$ cat src/rtl/pnp_cs_pkg.sv
package pnp_cs_pkg;
  typedef enum logic [2:0] {
    FLD_IO_BASE  = 3'd0,
    FLD_IO_SIZE  = 3'd1,
    FLD_MEM_BASE = 3'd2,
    FLD_MEM_TOP  = 3'd3,
    FLD_CTRL     = 3'd4,
    FLD_GLOBAL   = 3'd5
  } cfg_field_e;

  localparam int unsigned CODE_W       = 3;
  localparam int unsigned MAX_SIZE     = 6;
  localparam logic [7:0]  RC_BYTE_SET  = 8'h55;
  localparam logic [7:0]  RC_BYTE_CLR  = 8'hAA;
endpackage

$ cat src/rtl/pnp_cfg_regs.sv
module pnp_cfg_regs
  import pnp_cs_pkg::*;
#(
  parameter int NUM_DEV = 5,
  parameter int NUM_MEM = 2,
  parameter int IO_AW   = 16,
  parameter int MEM_FW  = 16,
  parameter int CFG_W   = 16,
  parameter int DEV_W   = 3
) (
  input  logic                             clk_i,
  input  logic                             rst_ni,
  input  logic                             we_i,
  input  logic [DEV_W-1:0]                 dev_i,
  input  logic [2:0]                       field_i,
  input  logic [CFG_W-1:0]                 wdata_i,
  output logic [NUM_DEV-1:0][IO_AW-1:0]    io_base_o,
  output logic [NUM_DEV-1:0][CODE_W-1:0]   io_size_o,
  output logic [NUM_DEV-1:0]               active_o,
  output logic [NUM_DEV-1:0]               rc_en_o,
  output logic [NUM_DEV-1:0]               rc_pat_o,
  output logic [NUM_MEM-1:0][MEM_FW-1:0]   mem_base_o,
  output logic [NUM_MEM-1:0][MEM_FW-1:0]   mem_top_o,
  output logic                             mode_o,
  output logic [1:0][CODE_W-1:0]           oen_code_o
);
  cfg_field_e fld;
  assign fld = cfg_field_e'(field_i);

  for (genvar d = 0; d < NUM_DEV; d++) begin : g_dev
    logic [IO_AW-1:0]  base_q;
    logic [CODE_W-1:0] size_q;
    logic [2:0]        ctrl_q;
    logic              hit;
    assign hit = we_i && (dev_i == DEV_W'(d));
    always_ff @(posedge clk_i or negedge rst_ni) begin
      if (!rst_ni) begin
        base_q <= '0;
        size_q <= '0;
        ctrl_q <= '0;
      end else if (hit) begin
        case (fld)
          FLD_IO_BASE: base_q <= wdata_i[IO_AW-1:0];
          FLD_IO_SIZE: size_q <= wdata_i[CODE_W-1:0];
          FLD_CTRL:    ctrl_q <= wdata_i[2:0];
          default: ;
        endcase
      end
    end
    assign io_base_o[d] = base_q;
    assign io_size_o[d] = size_q;
    assign active_o[d]  = ctrl_q[0];
    assign rc_en_o[d]   = ctrl_q[1];
    assign rc_pat_o[d]  = ctrl_q[2];
  end

  for (genvar m = 0; m < NUM_MEM; m++) begin : g_mem
    logic [MEM_FW-1:0] lo_q, hi_q;
    always_ff @(posedge clk_i or negedge rst_ni) begin
      if (!rst_ni) begin
        lo_q <= '0;
        hi_q <= '0;
      end else if (we_i && dev_i == DEV_W'(m)) begin
        if (fld == FLD_MEM_BASE) lo_q <= wdata_i[MEM_FW-1:0];
        if (fld == FLD_MEM_TOP)  hi_q <= wdata_i[MEM_FW-1:0];
      end
    end
    assign mem_base_o[m] = lo_q;
    assign mem_top_o[m]  = hi_q;
  end

  logic [2*CODE_W:0] glob_q;
  always_ff @(posedge clk_i or negedge rst_ni) begin
    if (!rst_ni)                          glob_q <= '0;
    else if (we_i && fld == FLD_GLOBAL)   glob_q <= wdata_i[2*CODE_W:0];
  end
  assign mode_o        = glob_q[0];
  assign oen_code_o[0] = glob_q[CODE_W:1];
  assign oen_code_o[1] = glob_q[2*CODE_W:CODE_W+1];

  AST_CFG_HOLD: assert property (@(posedge clk_i) disable iff (!rst_ni)
    !we_i |=> $stable(glob_q)) else $error("global config changed without write");
endmodule

$ cat src/rtl/pnp_io_match.sv
module pnp_io_match
  import pnp_cs_pkg::*;
#(
  parameter int IO_AW = 16
) (
  input  logic              clk_i,
  input  logic              rst_ni,
  input  logic [IO_AW-1:0]  addr_i,
  input  logic [IO_AW-1:0]  base_i,
  input  logic [CODE_W-1:0] size_i,
  input  logic              en_i,
  output logic              hit_o,
  output logic              cs_o
);
  logic [CODE_W-1:0] eff;
  logic [IO_AW-1:0]  keep;
  assign eff   = (size_i > CODE_W'(MAX_SIZE)) ? CODE_W'(MAX_SIZE) : size_i;
  assign keep  = {IO_AW{1'b1}} << eff;
  assign hit_o = ((addr_i ^ base_i) & keep) == '0;
  assign cs_o  = hit_o && en_i;

  AST_CS_UPPER_MATCH: assert property (@(posedge clk_i) disable iff (!rst_ni)
    cs_o |-> addr_i[IO_AW-1:MAX_SIZE] == base_i[IO_AW-1:MAX_SIZE]) else $error("upper bits differ");
endmodule

$ cat src/rtl/pnp_mem_match.sv
module pnp_mem_match #(
  parameter int MEM_AW = 24,
  parameter int MEM_FW = 16
) (
  input  logic              clk_i,
  input  logic              rst_ni,
  input  logic [MEM_AW-1:0] addr_i,
  input  logic [MEM_FW-1:0] base_i,
  input  logic [MEM_FW-1:0] top_i,
  input  logic              en_i,
  output logic              cs_o
);
  logic [MEM_FW-1:0] page;
  assign page = addr_i[MEM_AW-1 -: MEM_FW];
  assign cs_o = en_i && (page >= base_i) && (page <= top_i);

  AST_MCS_WINDOW: assert property (@(posedge clk_i) disable iff (!rst_ni)
    cs_o |-> base_i <= top_i) else $error("select from empty window");
endmodule

$ cat src/rtl/pnp_cs_decoder.sv
module pnp_cs_decoder
  import pnp_cs_pkg::*;
#(
  parameter int NUM_DEV = 5,
  parameter int NUM_MEM = 2,
  parameter int IO_AW   = 16,
  parameter int MEM_AW  = 24,
  parameter int MEM_GR  = 8,
  localparam int MEM_FW = MEM_AW - MEM_GR,
  localparam int CFG_W  = (IO_AW > MEM_FW) ? IO_AW : MEM_FW,
  localparam int DEV_W  = $clog2(NUM_DEV)
) (
  input  logic               clk_i,
  input  logic               rst_ni,
  input  logic               cfg_we_i,
  input  logic [DEV_W-1:0]   cfg_dev_i,
  input  logic [2:0]         cfg_field_i,
  input  logic [CFG_W-1:0]   cfg_wdata_i,
  input  logic [IO_AW-1:0]   io_addr_i,
  input  logic [MEM_AW-1:0]  mem_addr_i,
  input  logic               aen_i,
  input  logic               ior_i,
  output logic [NUM_DEV-1:0] iocs_o,
  output logic [NUM_MEM-1:0] mcs_o,
  output logic [1:0]         oen_o,
  output logic               rd_oe_o,
  output logic [7:0]         rd_data_o
);
  logic [NUM_DEV-1:0][IO_AW-1:0]  io_base;
  logic [NUM_DEV-1:0][CODE_W-1:0] io_size;
  logic [NUM_DEV-1:0]             active, rc_en, rc_pat, allowed, io_hit, rc_cand;
  logic [NUM_MEM-1:0][MEM_FW-1:0] mem_base, mem_top;
  logic                           mode_q;
  logic [1:0][CODE_W-1:0]         oen_code;

  pnp_cfg_regs #(
    .NUM_DEV(NUM_DEV), .NUM_MEM(NUM_MEM), .IO_AW(IO_AW),
    .MEM_FW(MEM_FW), .CFG_W(CFG_W), .DEV_W(DEV_W)
  ) u_regs (
    .clk_i, .rst_ni,
    .we_i(cfg_we_i), .dev_i(cfg_dev_i), .field_i(cfg_field_i), .wdata_i(cfg_wdata_i),
    .io_base_o(io_base), .io_size_o(io_size), .active_o(active),
    .rc_en_o(rc_en), .rc_pat_o(rc_pat), .mem_base_o(mem_base), .mem_top_o(mem_top),
    .mode_o(mode_q), .oen_code_o(oen_code)
  );

  for (genvar d = 0; d < NUM_DEV; d++) begin : g_io
    // two-device layout keeps only the memory-capable devices
    assign allowed[d] = mode_q || (d < NUM_MEM);
    pnp_io_match #(.IO_AW(IO_AW)) u_io (
      .clk_i, .rst_ni,
      .addr_i(io_addr_i), .base_i(io_base[d]), .size_i(io_size[d]),
      .en_i(active[d] && allowed[d] && !aen_i),
      .hit_o(io_hit[d]), .cs_o(iocs_o[d])
    );
    assign rc_cand[d] = ior_i && !aen_i && allowed[d] && !active[d] && rc_en[d] && io_hit[d];
  end

  for (genvar m = 0; m < NUM_MEM; m++) begin : g_mem
    pnp_mem_match #(.MEM_AW(MEM_AW), .MEM_FW(MEM_FW)) u_mem (
      .clk_i, .rst_ni,
      .addr_i(mem_addr_i), .base_i(mem_base[m]), .top_i(mem_top[m]),
      .en_i(!mode_q && active[m]), .cs_o(mcs_o[m])
    );
  end

  function automatic logic [NUM_DEV-1:0] oen_pick(logic [CODE_W-1:0] code, logic five);
    logic [NUM_DEV-1:0] v;
    for (int d = 0; d < NUM_DEV; d++) begin
      if (five) v[d] = (code == CODE_W'(d));
      else      v[d] = (d == 0 && (code == 3'd0 || code == 3'd2)) ||
                       (d == 1 && (code == 3'd1 || code == 3'd2));
    end
    return v;
  endfunction

  assign oen_o[0] = ior_i && |(iocs_o & oen_pick(oen_code[0], mode_q));
  assign oen_o[1] = ior_i && mode_q && |(iocs_o & oen_pick(oen_code[1], mode_q));

  always_comb begin
    rd_oe_o   = 1'b0;
    rd_data_o = '0;
    for (int d = NUM_DEV - 1; d >= 0; d--) begin
      if (rc_cand[d]) begin
        rd_oe_o   = 1'b1;
        rd_data_o = rc_pat[d] ? RC_BYTE_SET : RC_BYTE_CLR;
      end
    end
  end

  AST_AEN_NO_IOCS: assert property (@(posedge clk_i) disable iff (!rst_ni)
    aen_i |-> iocs_o == '0) else $error("I/O select during AEN");
  AST_OEN_NEEDS_READ: assert property (@(posedge clk_i) disable iff (!rst_ni)
    (|oen_o) |-> (ior_i && !aen_i)) else $error("OEN without read");
  AST_FIVE_NO_MCS: assert property (@(posedge clk_i) disable iff (!rst_ni)
    mode_q |-> mcs_o == '0) else $error("memory select in five-device mode");
  AST_RC_READ_ONLY: assert property (@(posedge clk_i) disable iff (!rst_ni)
    rd_oe_o |-> (ior_i && !aen_i)) else $error("range check drive without read");
  AST_RC_BYTE: assert property (@(posedge clk_i) disable iff (!rst_ni)
    rd_oe_o |-> (rd_data_o == RC_BYTE_SET || rd_data_o == RC_BYTE_CLR)) else $error("bad response byte");
  AST_INACTIVE_QUIET: assert property (@(posedge clk_i) disable iff (!rst_ni)
    (iocs_o & ~active) == '0) else $error("inactive device selected");
endmodule

$ cat config.mk
export PLATFORM = sky130hd
export DESIGN_NAME = pnp_cs_decoder
export DESIGN_NICKNAME = d
export VERILOG_FILES = /design/src/rtl/pnp_cs_pkg.sv /design/src/rtl/pnp_cfg_regs.sv /design/src/rtl/pnp_io_match.sv /design/src/rtl/pnp_mem_match.sv /design/src/rtl/pnp_cs_decoder.sv
export SDC_FILE = /design/constraint.sdc
export NUM_CORES = 1
export LEC_CHECK = 0
export BUFFER_PORTS_ARGS = -buffer_cell sky130_fd_sc_hd__buf_2
export CAP_MARGIN = 30
export CORE_MARGIN = 2
export CORE_UTILIZATION = 55
export DETAILED_ROUTE_END_ITERATION = 12
export GPL_TIMING_DRIVEN = 0
export PLACE_DENSITY = 0.84
export SLEW_MARGIN = 10
export SYNTH_ARGS = -nofsm -noshare
export SYNTH_HDL_FRONTEND = slang
export SYNTH_SLANG_ARGS = --single-unit
$ cat constraint.sdc
create_clock -name clk_i -period 2.7 [get_ports clk_i]
set_clock_uncertainty 0.2 [all_clocks]
set_input_delay 0.135 -clock clk_i [delete_from_list [all_inputs] [get_ports clk_i]]
set_output_delay 0.135 -clock clk_i [all_outputs]
set_load 0.005 [all_outputs]
Word-level counts from Yosys, hierarchy flattened
Index checks and enable logic that the tools add are counted.
{ "totals": {"inputBits": 67, "reg_bits": 181} }
{ "classes": {"n_mux": 30, "order_cmp": 9, "shifts": 5, "eq_ne": 17, "bitwise": 12, "n_reduce_logical": 86} }
{ "ops": {"columns": ["cell", "n"], "rows": [
  ["$and 16x16->16", 5],
  ["$logic_not 16->1", 5],
  ["$mux 8", 10],
  ["$shl 16x3->16 const A", 5],
  ["$xor 16x16->16", 5],
  ["$logic_and 1x1->1", 45],
  ["$reduce_and 2->1", 19],
  ["$ge 16x16->1", 2],
  ["$le 16x16->1", 2],
  ["$eq 3x2->1 const B", 8],
  ["$eq 3x3->1 const B", 5],
  ["$gt 3x3->1 const B", 5],
  ["$mux 1", 15],
  ["$mux 3", 5],
  ["$eq 3x1->1 const B", 4],
  ["$logic_not 3->1", 4],
  ["$and 5x5->5", 2],
  ["$reduce_or 5->1", 2],
  ["$logic_not 1->1", 7],
  ["$logic_or 1x1->1", 4]
]} }

Depth between registers and ports, before layout
Gate-level depths: netlist of the first run.
{ "depth": {"word_depth": 11, "mapped_depth": 10, "ltp_nobuf": 9} }

By module
From an unflattened synthesis of the first run, not the netlist that was laid out.
{ "hier_totals": {"hier_cells": 850, "hier_area_um2": 10194.8} }
{ "by_module_without_submodules": {"columns": ["mod", "seq_area_each_um2", "instances", "cells_per_inst", "area_per_inst_um2"], "rows": [
  ["pnp_cfg_regs", 4529.3, 1, 415, 6982.9],
  ["pnp_mem_match", 0.0, 2, 113, 790.8],
  ["pnp_io_match", 0.0, 5, 30, 236.5],
  ["pnp_cs_decoder", 0.0, 1, 59, 447.9]
]} }

Worst setup path before layout of the first run
Ideal clock, no wire load.
{ "synth_path": {"kind": "register -> output", "startpoint": "register u_regs.g_dev[2].base_q[15]", "endpoint": "output port rd_data_o[3]", "slack_ps": 217, "arrival_ps": 2148, "n_path_buf": 1, "t_required_ps": 2365, "path_stages_with_launch": 8, "path_cell_list": "dfrtp_1 > xor2_1 > nor4_2 > nand4_2 > nor4_4 > mux2_1 > a32oi_1 > buf_4"} }
{ "synth_between": {"elab_chain_cells": 7} }
{ "synth_lines": {"columns": ["element", "line", "text"], "rows": [
  ["start, declared", "pnp_cfg_regs.sv:31", "logic [IO_AW-1:0] base_q;"],
  ["start signal, assigned", "pnp_cfg_regs.sv:43", "FLD_IO_BASE: base_q <= wdata_i[IO_AW-1:0];"],
  ["$xor 16x16->16", "pnp_io_match.sv:19", "assign hit_o = ((addr_i ^ base_i) & keep) == '0;"],
  ["$and 16x16->16", "pnp_io_match.sv:19", null],
  ["$logic_not 16->1", "pnp_io_match.sv:19", null],
  ["$logic_and 1x1->1", "pnp_cs_decoder.sv:56", "assign rc_cand[d] = ior_i && !aen_i && allowed[d] && !active[d] && rc_en[d] && io_hit[d];"],
  ["$mux 8 (3 in series)", "pnp_cs_decoder.sv:84", "if (rc_cand[d]) begin"],
  ["end, declared", "pnp_cs_decoder.sv:27", "output logic [7:0] rd_data_o"]
]} }
No other way between the ends.

Final worst setup path of the first run
{ "layout_path": {"startpoint": "register u_regs.g_dev[0].base_q[1]", "endpoint": "output port rd_data_o[7]"} }
{ "layout_between": {"elab_chain_cells": 5} }
{ "layout_lines": {"columns": ["element", "line"], "rows": [
  ["start, declared", "pnp_cfg_regs.sv:31"],
  ["start signal, assigned", "pnp_cfg_regs.sv:43"],
  ["$xor 16x16->16", "pnp_io_match.sv:19"],
  ["$and 16x16->16", "pnp_io_match.sv:19"],
  ["$logic_not 16->1", "pnp_io_match.sv:19"],
  ["$logic_and 1x1->1", "pnp_cs_decoder.sv:56"],
  ["$mux 8", "pnp_cs_decoder.sv:84"]
]} }
No other way between the ends.

==> results of run 1 <==
-- metal layers --
metal  global-route usage (%)  share of wire [%]  vias to the layer above  wire [um]
met1                     34.1                 42                     3729      10500
li1                         -                  -                     3279          -
met5                        0                  0                        -          0
met2                     45.0                 51                      275      12900
met4                     9.68                2.3                        0        585
met3                     4.82                5.4                       55       1380
-- area by class of cell --
class	count	area, um^2
Tap cell	229	287
Sequential cell	181	4530
Fill cell	1310	6170
Multi-Input combinational cell	589	5260
Buffer	60	332
Inverter	69	259
Timing Repair Buffer	67	499
Clock buffer	21	470
Clock inverter	11	218
-- final timing paths --
kind	from	to	cells past startpoint
max	u_regs.g_dev[0].base_q[1]$_DFFE_PN0P_	rd_data_o[7]	8
min	cfg_wdata_i[15]	u_regs.g_mem[1].hi_q[15]$_DFFE_PN0P_	3
max reg2reg	u_regs.glob_q[5]$_DFFE_PN0P_	u_regs.glob_q[5]$_DFFE_PN0P_	1
min reg2reg	u_regs.g_mem[1].lo_q[2]$_DFFE_PN0P_	u_regs.g_mem[1].lo_q[2]$_DFFE_PN0P_	1
max in group asynchronous	rst_ni	u_regs.g_dev[4].base_q[3]$_DFFE_PN0P_	3
min in group asynchronous	rst_ni	u_regs.g_mem[1].hi_q[8]$_DFFE_PN0P_	2
-- stage by stage --
step	TNS (ns)	setup slack [ns]	total power [mW]	hold WS, ns
after floorplan	0	0.217	4.39	-0.361
after global placement	-289.56	-1.61	4.72	0.283
after detailed placement	-2.29	-0.346	4.82	0.0346
after CTS	-2.85	-0.346	7.79	0.00509
after global routing	-4.90	-0.515	8.21	0.0542
final	-3.56	-0.458	7.87	0.0223
-- sequential cells by signal (all words and copies together), names as in the netlist --
name and flops:
u_regs.g_mem.lo_q 32, u_regs.glob_q 7, u_regs.g_dev.ctrl_q 15, u_regs.g_dev.size_q 15, u_regs.g_mem.hi_q 32, u_regs.g_dev.base_q 80
-- critical path: stages, from the launching register on --
cell     delay (ns)
dfrtp_1        0.40
xnor2_1        0.22
nor2_1         0.10
o41ai_2        0.56
nand3_1        0.25
or2_2          0.36
a32oi_4        0.24
buf_4          0.16
buf_2          0.10
-- layout by cell type, fill, tap and decap left out, drive strengths merged, types with 4 or more instances in the layout --
cell type and n:
nand2 65, xor2 50, nand4 15, xnor2 30
o21ai 45, a211oi 6, nand2b 6, buf 87
nor3 7, clkbuf 50, a31oi 9, ha 64
nor2 15, bufinv 6, inv 71, nor4 10
nor4b 4, mux2 151, a21oi 26, nor3b 8
dfrtp 181, a21o 25, dlygate4sd3 11, and4 6
nor2b 4, nand3 10
-- logic make-up (layout without fill, tap and decap cells) --
kind of cell	Yosys count	after routing	synth area share [%]
and+or+nand+nor	165	165	9.36
xor gates and xnor gates	80	80	6.93
AOI/OAI and AO/OA	127	127	7.93
buffers and inverters	132	228	6.03
DFF	181	181	44.8
muxes	153	153	17.0
adders and majority gates	64	64	7.92
-- power groups by stage --
stage | combinational, mW | clock [mW] | sequential, mW
global route | 1.75 | 3.03 | 3.43
detailed placement | 1.41 | 0 | 3.41
floorplan | 1.05 | 0 | 3.34
CTS | 1.51 | 2.91 | 3.37
global placement | 1.34 | 0 | 3.38
finish | 1.59 | 2.91 | 3.38
-- repair_timing --
item | 4_1_cts | 5_1_grt
setup buffers | 6 | 5
hold buffers | 11 | 0
endpoints found under the hold margin | 114 | 0
pin swaps | 17 | 15
setup endpoints to repair | 16 | 17
gates resized for setup | 40 | 24
==> results.tsv, run 1 <==
metric	value	unit
top cells by area, synth	dfrtp_1, mux2_2, ha_1	
io pins	85	
Post-Syn Instances	902	
leak pwr	5.70	nW
Layout area overhead	17.3	%
FP Rows	49	
Initial Utilization	56.1	%
WL final	25400	um
Die H	140	um
share of Yosys cell area claimed by the top area cell type	44.8	%
final antenna-violating net count	0	
critical path data arrival time	2.82	ns
WS Path Type	flop to output pin	
WL/cell	20.7	um
placed cells	1176	
min Tclk post-route	3.16	ns
internal power	5.68	mW
CP startpoint kind	flop	
top cell type by total area after synthesis	dfrtp_1	
layout cell share with drive strength beyond 1	32.0	%
number of hold violations in the final report	0	
Top FF cell, synth	dfrtp_1	
Synth async-reset ratio	100	%
max_cap viols	0	
period utilisation layout	117	%
YS warnings	0	
NetSw	2.20	mW
worst skew pair latency	0.44	ns
total grt overflow	0	
core area	18000	um^2
vias in the first global route	7611	
CP Capture Type	output pin	
Post-layout nets	1116	
Clk pwr share	36.9	%
drt initial violations	513	
Critical Path RT	2.37	ns
clock buffer depth	2	
Final setup viols	13	
CTS Root Cell	clkbuf_16	
DRC Markers	0	
slew margin rel.	44.4	%
Max Clock Freq	0.317	GHz
design area	11900	um^2
Cell Area, Synth	10100	um^2
Worst-path clk slew	0.07	ns
CP max FO	4	
Switching Fraction	27.9	%
part of the power in registers	43.0	%
vias post-DR	7338	
largest net degree at the start of global routing	100	
most frequent cell after synthesis	dfrtp_1	
Num CTS Buffers	17	
status	complete, but fails checks	
Detailed Routing Iterations Pass 1	5	
IO Port Bufs	44	
placed inst area	10700	um^2
vias per cell	5.98	
Synth cell types	58	
number of diodes	0	
mean post-synth cell area	11.2	um^2
GPL Wtd Cong	0.902	
DPL Wire Length	16900	um
CTS tree	yes	
Worst VDD drop	0.522	mV
failing checks	setup timing	
global-route wire length before repair	40100	um
post-layout util	65.8	%
max-slew violations	0	
top cells by count, synth	dfrtp_1, mux2_2, inv_1	
clk sinks	181	
GRT Total Usage	26.5	%
Post-Layout Cell Count	1227	
Die ar.	19500	um^2
syn nets	1033	
Post-synth EDFFs	0	
reg-to-reg setup timing slack	1.62	ns
Die X	140	um
H-tree Lvls	4	
pwr dens	664	nW/um^2
Worst Max-Slew Pin Slew	0.832	ns
initial antenna violation count	0	
Worst Hold Class	primary input to flop	
RSZ-0062 raised after global routing	true	
Comb power frac	20.1	%
post-synthesis sequential area ratio	44.8	%
synthesis-stage register bit count	181	
fin worst setup slack	-0.458	ns
No activity file was read; power rests on OpenSTA's default activity.
==> run 2: changes to the inputs <==
--- a/config.mk
+++ b/config.mk
@@ -5,13 +5,13 @@
 export SDC_FILE = /design/constraint.sdc
 export NUM_CORES = 1
 export LEC_CHECK = 0
-export BUFFER_PORTS_ARGS = -buffer_cell sky130_fd_sc_hd__buf_2
+export BUFFER_PORTS_ARGS = -buffer_cell sky130_fd_sc_hd__clkbuf_2
 export CAP_MARGIN = 30
 export CORE_MARGIN = 2
 export CORE_UTILIZATION = 55
 export DETAILED_ROUTE_END_ITERATION = 12
 export GPL_TIMING_DRIVEN = 0
-export PLACE_DENSITY = 0.84
+export PLACE_DENSITY_LB_ADDON = 0.08
 export SLEW_MARGIN = 10
 export SYNTH_ARGS = -nofsm -noshare
 export SYNTH_HDL_FRONTEND = slang
==> run 2 against run 1 <==
The run still ends with setup timing left. Count of clock-buffer cells in the layout decreased by 4. Global-route usage decreased by 0.64 points. Highest routed layer unchanged. Non-clock buffer count decreased by 2. Maximum frequency increased by 4.4%. Final area decreased by 1.3%. Critical path depth decreased by 1. Combinational power about the same. Die area unchanged. Routed wire length decreased by 4.9%. Critical endpoint is now rd_data_o[3]. Utilization decreased by 0.84 points. Setup slack improved by 0.13 ns.
==> results.tsv, run 2 (synthesis results as in run 1) <==
metric	value	unit
critical path data arrival time	2.69	ns
CP max FO	6	
vias per cell	5.67	
clock buffer depth	2	
initial antenna violation count	0	
CP max stage cell	a31oi_1	
Die H	140	um
CP peak stage delay	0.51	ns
max reg flops	80	
Worst VDD drop	0.428	mV
DPL Wire Length	16800	um
Die X	140	um
layout cell share with drive strength beyond 1	33.0	%
CP startpoint kind	flop	
family with the most delay on the worst path	compound AO/OA/AOI/OAI gates	
total grt overflow	0	
WL/cell	19.7	um
GRT Total Usage	25.8	%
IO Port Bufs	44	
RSZ-0062 raised after global routing	true	
Initial Utilization	56.1	%
FP Rows	49	
largest net degree at the start of global routing	98	
R2R depth	1	
Post-layout nets	1114	
final antenna-violating net count	0	
Layout area overhead	15.8	%
Critical Path RT	2.37	ns
period utilisation layout	112	%
reg-to-reg setup timing slack	1.58	ns
worst skew pair latency	0.43	ns
Max Clock Freq	0.331	GHz
vias post-DR	6951	
H-tree Lvls	4	
part of the power in registers	45.9	%
R2R Path Start	u_regs.glob_q[0]$_DFFE_PN0P_	
number of diodes	0	
Num CTS Buffers	17	
min Tclk post-route	3.03	ns
worst flop-to-flop path endpoint	u_regs.glob_q[0]$_DFFE_PN0P_	
commonest non-fill, non-tap cell in the layout	dfrtp_1	
CTS tree	yes	
GPL Wtd Cong	0.874	
Final TNS setup	-2.95	ns
CTS Root Cell	clkbuf_16	
drt initial violations	421	
Worst Hold Class	primary input to flop	
CP Capture Type	output pin	
largest reg by FF count	u_regs.g_dev.base_q	
leak pwr	5.58	nW
status	complete, but fails checks	
Worst Max-Slew Pin Slew	0.732	ns
Comb power frac	21.3	%
io pins	85	
vias in the first global route	7070	
Worst Path Buf+Inv	2	
internal power	5.08	mW
NetSw	2.24	mW
number of hold violations in the final report	0	
critical path, cell by cell	or3_1 -> a31oi_2 -> nor3_2 -> a31oi_1 -> a32oi_4 -> buf_4 -> clkbuf_2	
CP Capture Point	rd_data_o[3]	
total power draw	7.32	mW
Worst-path clk slew	0.07	ns
WS Path Type	flop to output pin	
DRC Markers	0	
registers with the most flip-flops	u_regs.g_dev.base_q x80, u_regs.g_mem.hi_q x32, u_regs.g_mem.lo_q x32	
clk sinks	181	
core area	18000	um^2
post-layout util	64.9	%
WL final	24200	um
max_cap viols	0	
max-slew violations	0	
Crit path depth	7	
global-route wire length before repair	38600	um
fin worst setup slack	-0.325	ns
Final setup viols	12	
pwr dens	626	nW/um^2
worst setup path startpoint	u_regs.g_dev[1].size_q[1]$_DFFE_PN0P_	
Switching Fraction	30.6	%
Clk pwr share	32.8	%
commonest cells after routing, fill and taps aside	dfrtp_1, mux2_2, nand2_1	
Die ar.	19500	um^2
Detailed Routing Iterations Pass 1	5	
slew margin rel.	51.2	%
failing checks	setup timing	
-- run 2: repair_timing --
action | CTS | global route
setup endpoints to repair | 16 | 16
setup buffers | 5 | 4
cloned | 0 | 0
endpoints found under the hold margin | 99 | 0
pin swaps | 9 | 22
gates resized for setup | 24 | 47
hold buffers | 10 | 0
-- run 2: final cells by class --
cell class / instances / area, um^2
fillers: 1481 / 6320
multi-input cells: 589 / 5290
flip-flops and latches: 181 / 4530
clock buffers: 17 / 425
repair buffers: 64 / 424
plain buffers: 61 / 347
well taps: 229 / 287
inverters: 69 / 259
clock inverters: 15 / 144
-- run 2: routing by layer --
metal / part of all wire, % / up-vias / GRT usage (%)
met5: 0 / - / 0
met4: 1.5 / 0 / 7.00
met3: 3.4 / 26 / 4.40
met2: 48 / 144 / 41.5
met1: 48 / 3498 / 36.5
li1: - / 3283 / -
-- run 2: worst min-delay path by stage --
stage / startpoint / end / slack (ns) / cells after the start
finish: cfg_wdata_i[15] / u_regs.g_mem[0].hi_q[15]$_DFFE_PN0P_ / 0.004 / 3
global route: cfg_wdata_i[7] / u_regs.g_mem[0].hi_q[7]$_DFFE_PN0P_ / 0.04 / 3
CTS: cfg_wdata_i[15] / u_regs.g_mem[0].hi_q[15]$_DFFE_PN0P_ / 0.001 / 3
detailed placement: rst_ni / u_regs.g_mem[1].lo_q[1]$_DFFE_PN0P_ / 0.05 / 1
global placement: u_regs.g_dev[3].size_q[2]$_DFFE_PN0P_ / u_regs.g_dev[3].size_q[2]$_DFFE_PN0P_ / 0.28 / 1
floorplan: rst_ni / u_regs.g_dev[0].base_q[0]$_DFFE_PN0P_ / -0.36 / 0
-- run 2: power groups by stage --
stage | sequential (mW) | combinational [mW] | clock, mW
after CTS | 3.36 | 1.47 | 2.45
after detailed placement | 3.41 | 1.41 | 0
after global routing | 3.41 | 1.75 | 2.57
after floorplan | 3.34 | 1.05 | 0
after global placement | 3.39 | 1.37 | 0
final | 3.36 | 1.56 | 2.40
-- run 2: through the flow --
| step | hold WS [ns] | area (um^2) | instances | setup slack, ns |
|---|---|---|---|---|
| global placement | 0.282 | 10600 | 1175 | -2.22 |
| floorplan | -0.361 | 10100 | 902 | 0.217 |
| detailed placement | 0.0514 | 10700 | 1176 | -0.282 |
| CTS | 0.000967 | 11500 | 1222 | -0.341 |
| global route | 0.0404 | 11700 | 1225 | -0.467 |
| finish | 0.00382 | 11700 | 1225 | -0.325 |
==> run 3: changes to the inputs <==
--- a/config.mk
+++ b/config.mk
@@ -7,8 +7,9 @@
 export LEC_CHECK = 0
 export BUFFER_PORTS_ARGS = -buffer_cell sky130_fd_sc_hd__clkbuf_2
 export CAP_MARGIN = 30
+export CORE_ASPECT_RATIO = 0.6
 export CORE_MARGIN = 2
-export CORE_UTILIZATION = 55
+export CORE_UTILIZATION = 40
 export DETAILED_ROUTE_END_ITERATION = 12
 export GPL_TIMING_DRIVEN = 0
 export PLACE_DENSITY_LB_ADDON = 0.08
==> run 3 against run 2 <==
The run still ends with setup timing left. Sequential power about the same. Via count shrank 2.2%. Power grew 0.21%. Count of clock-buffer cells in the layout up 8. Largest power group unchanged. Utilization decreased by 17 points. Hold slack worse by 0.00096 ns. Global-route usage shrank 5.3 points. First-iteration DRC count is 4.5% lower. Combinational power hardly changed. Die area increased by 37%. Final cell count is 7.8% higher.
==> results.tsv, run 3 (synthesis results as in run 1) <==
metric	value	unit
status	complete, but fails checks	
failing checks	setup timing	
worst flop-to-flop path endpoint	u_regs.glob_q[5]$_DFFE_PN0P_	
Worst VDD drop	0.475	mV
max-slew violations	0	
Num CTS Buffers	17	
Max Clock Freq	0.320	GHz
slew margin rel.	43.6	%
CP startpoint kind	flop	
largest reg by FF count	u_regs.g_dev.base_q	
worst setup path startpoint	u_regs.g_dev[3].base_q[7]$_DFFE_PN0P_	
IO Port Bufs	44	
Hold Startpoint	cfg_wdata_i[9]	
min Tclk post-route	3.13	ns
commonest non-fill, non-tap cell in the layout	dfrtp_1	
commonest cells after routing, fill and taps aside	dfrtp_1, mux2_2, nand2_1	
WS Path Type	flop to output pin	
CTS Root Cell	clkbuf_16	
pwr dens	618	nW/um^2
vias in the first global route	6770	
initial antenna violation count	0	
max_cap viols	0	
R2R Path Start	u_regs.glob_q[5]$_DFFE_PN0P_	
Fin Hold WS	0.00286	ns
largest net degree at the start of global routing	87	
placed inst area	10800	um^2
period utilisation layout	116	%
H-tree Lvls	4	
clock buffer depth	2	
GRT Total Usage	20.6	%
Worst-path clk slew	0.06	ns
Critical Path RT	2.37	ns
worst hold stages	3	
drt initial violations	402	
Post-layout nets	1112	
Worst Max-Slew Pin Slew	0.846	ns
final antenna-violating net count	0	
DPL Wire Length	19300	um
reg-to-reg setup timing slack	1.57	ns
Die H	127	um
design area	11900	um^2
RSZ-0062 raised after global routing	true	
registers with the most flip-flops	u_regs.g_dev.base_q x80, u_regs.g_mem.hi_q x32, u_regs.g_mem.lo_q x32	
Worst Hold Class	primary input to flop	
CP max FO	4	
Final TNS setup	-3.43	ns
total grt overflow	0	
clk sinks	181	
Initial Utilization	40.3	%
post-layout util	47.4	%
WL final	26000	um
fin worst setup slack	-0.426	ns
WL/cell	19.7	um
global-route wire length before repair	40600	um
CP Capture Type	output pin	
leak pwr	5.62	nW
layout cell share with drive strength beyond 1	33.4	%
Detailed Routing Iterations Pass 1	5	
critical path data arrival time	2.79	ns
Die X	209	um
number of hold violations in the final report	0	
Die ar.	26600	um^2
vias per cell	5.15	
DRC Markers	0	
DP Worst Slack	-0.432	ns
core area	25100	um^2
Final setup viols	11	
io pins	85	
Layout area overhead	17.6	%
GPL Wtd Cong	0.806	
FP Rows	45	
number of diodes	0	
worst skew pair latency	0.45	ns
max reg flops	80	
CTS tree	yes	
vias post-DR	6799	
R2R depth	1	
WHS Endpoint	u_regs.g_mem[0].hi_q[9]$_DFFE_PN0P_	
==> run 3: cell types whose count changed in the layout (fill, tap and decap cells not counted), moves of 3 or more <==
cell,change
clkinv_4,-7
dlygate4sd3_1,-6
buf_6,+5
clkbuf_1,+5
clkbuf_2,-5
clkinv_2,+4
a31oi_1,-3
a31oi_2,+3
clkbuf_8,+3
inv_8,-3
==> run 3: power by group <==
| part | switching, mW | total, mW | leakage (nW) | internal (mW) |
|---|---|---|---|---|
| combinational | 0.828 | 1.59 | 3.04 | 0.759 |
| sequential | 0.257 | 3.37 | 2.31 | 3.11 |
| clock | 1.06 | 2.39 | 0.267 | 1.33 |
| total | 2.14 | 7.34 | 5.62 | 5.20 |
==> run 3: repair_timing <==
action | in CTS | in global routing
buffers inserted | 7 | 5
hold endpoints to repair | 100 | 0
endpoints found under the setup margin | 17 | 17
gates resized for setup | 44 | 43
hold buffers | 5 | 0
pin swaps | 22 | 20
==> run 3: critical path, cell delays in order, from the launching register on <==
cell and delay, ns:
dfrtp_1 0.38, xor2_1 0.16, nor4_1 0.34, nand4_1 0.14
buf_4 0.17, nor2_2 0.17, nand4b_1 0.12, mux2_4 0.31
a32oi_4 0.30, buf_4 0.15, clkbuf_2 0.10
==> run 3: how the worst max path moves through the flow <==
stage | cells past startpoint | slack (ns) | to
final | 10 | -0.43 | rd_data_o[5]
after global routing | 8 | -0.51 | rd_data_o[5]
after CTS | 9 | -0.45 | rd_data_o[5]
after detailed placement | 9 | -0.43 | rd_data_o[3]
after global placement | 1 | -2.48 | u_regs.g_dev[4].base_q[0]$_DFFE_PN0P_
after floorplan | 7 | 0.22 | rd_data_o[3]
==> run 3: cell type report <==
type	count	area [um^2]
plain buffers	60	335
clock buffers	25	485
clock inverters	5	50.0
fillers	2323	13200
inverters	69	259
multi-input cells	589	5350
flip-flops and latches	181	4530
well taps	329	412
repair buffers	63	467
==> run 3: per-stage QoR <==
step	total power [mW]	std cells
global route	7.77	1321
finish	7.34	1321
floorplan	4.39	902
detailed placement	4.84	1277
global placement	4.80	1275
CTS	7.33	1317
==> run 3: per-layer routing <==
layer | GRT usage, % | vias up | part of all wire (%)
met3 | 3.96 | 22 | 3.2
met5 | 0 | - | 0
met2 | 27.6 | 92 | 39
met4 | 5.46 | 0 | 1.1
met1 | 33.0 | 3405 | 56
li1 | - | 3280 | -
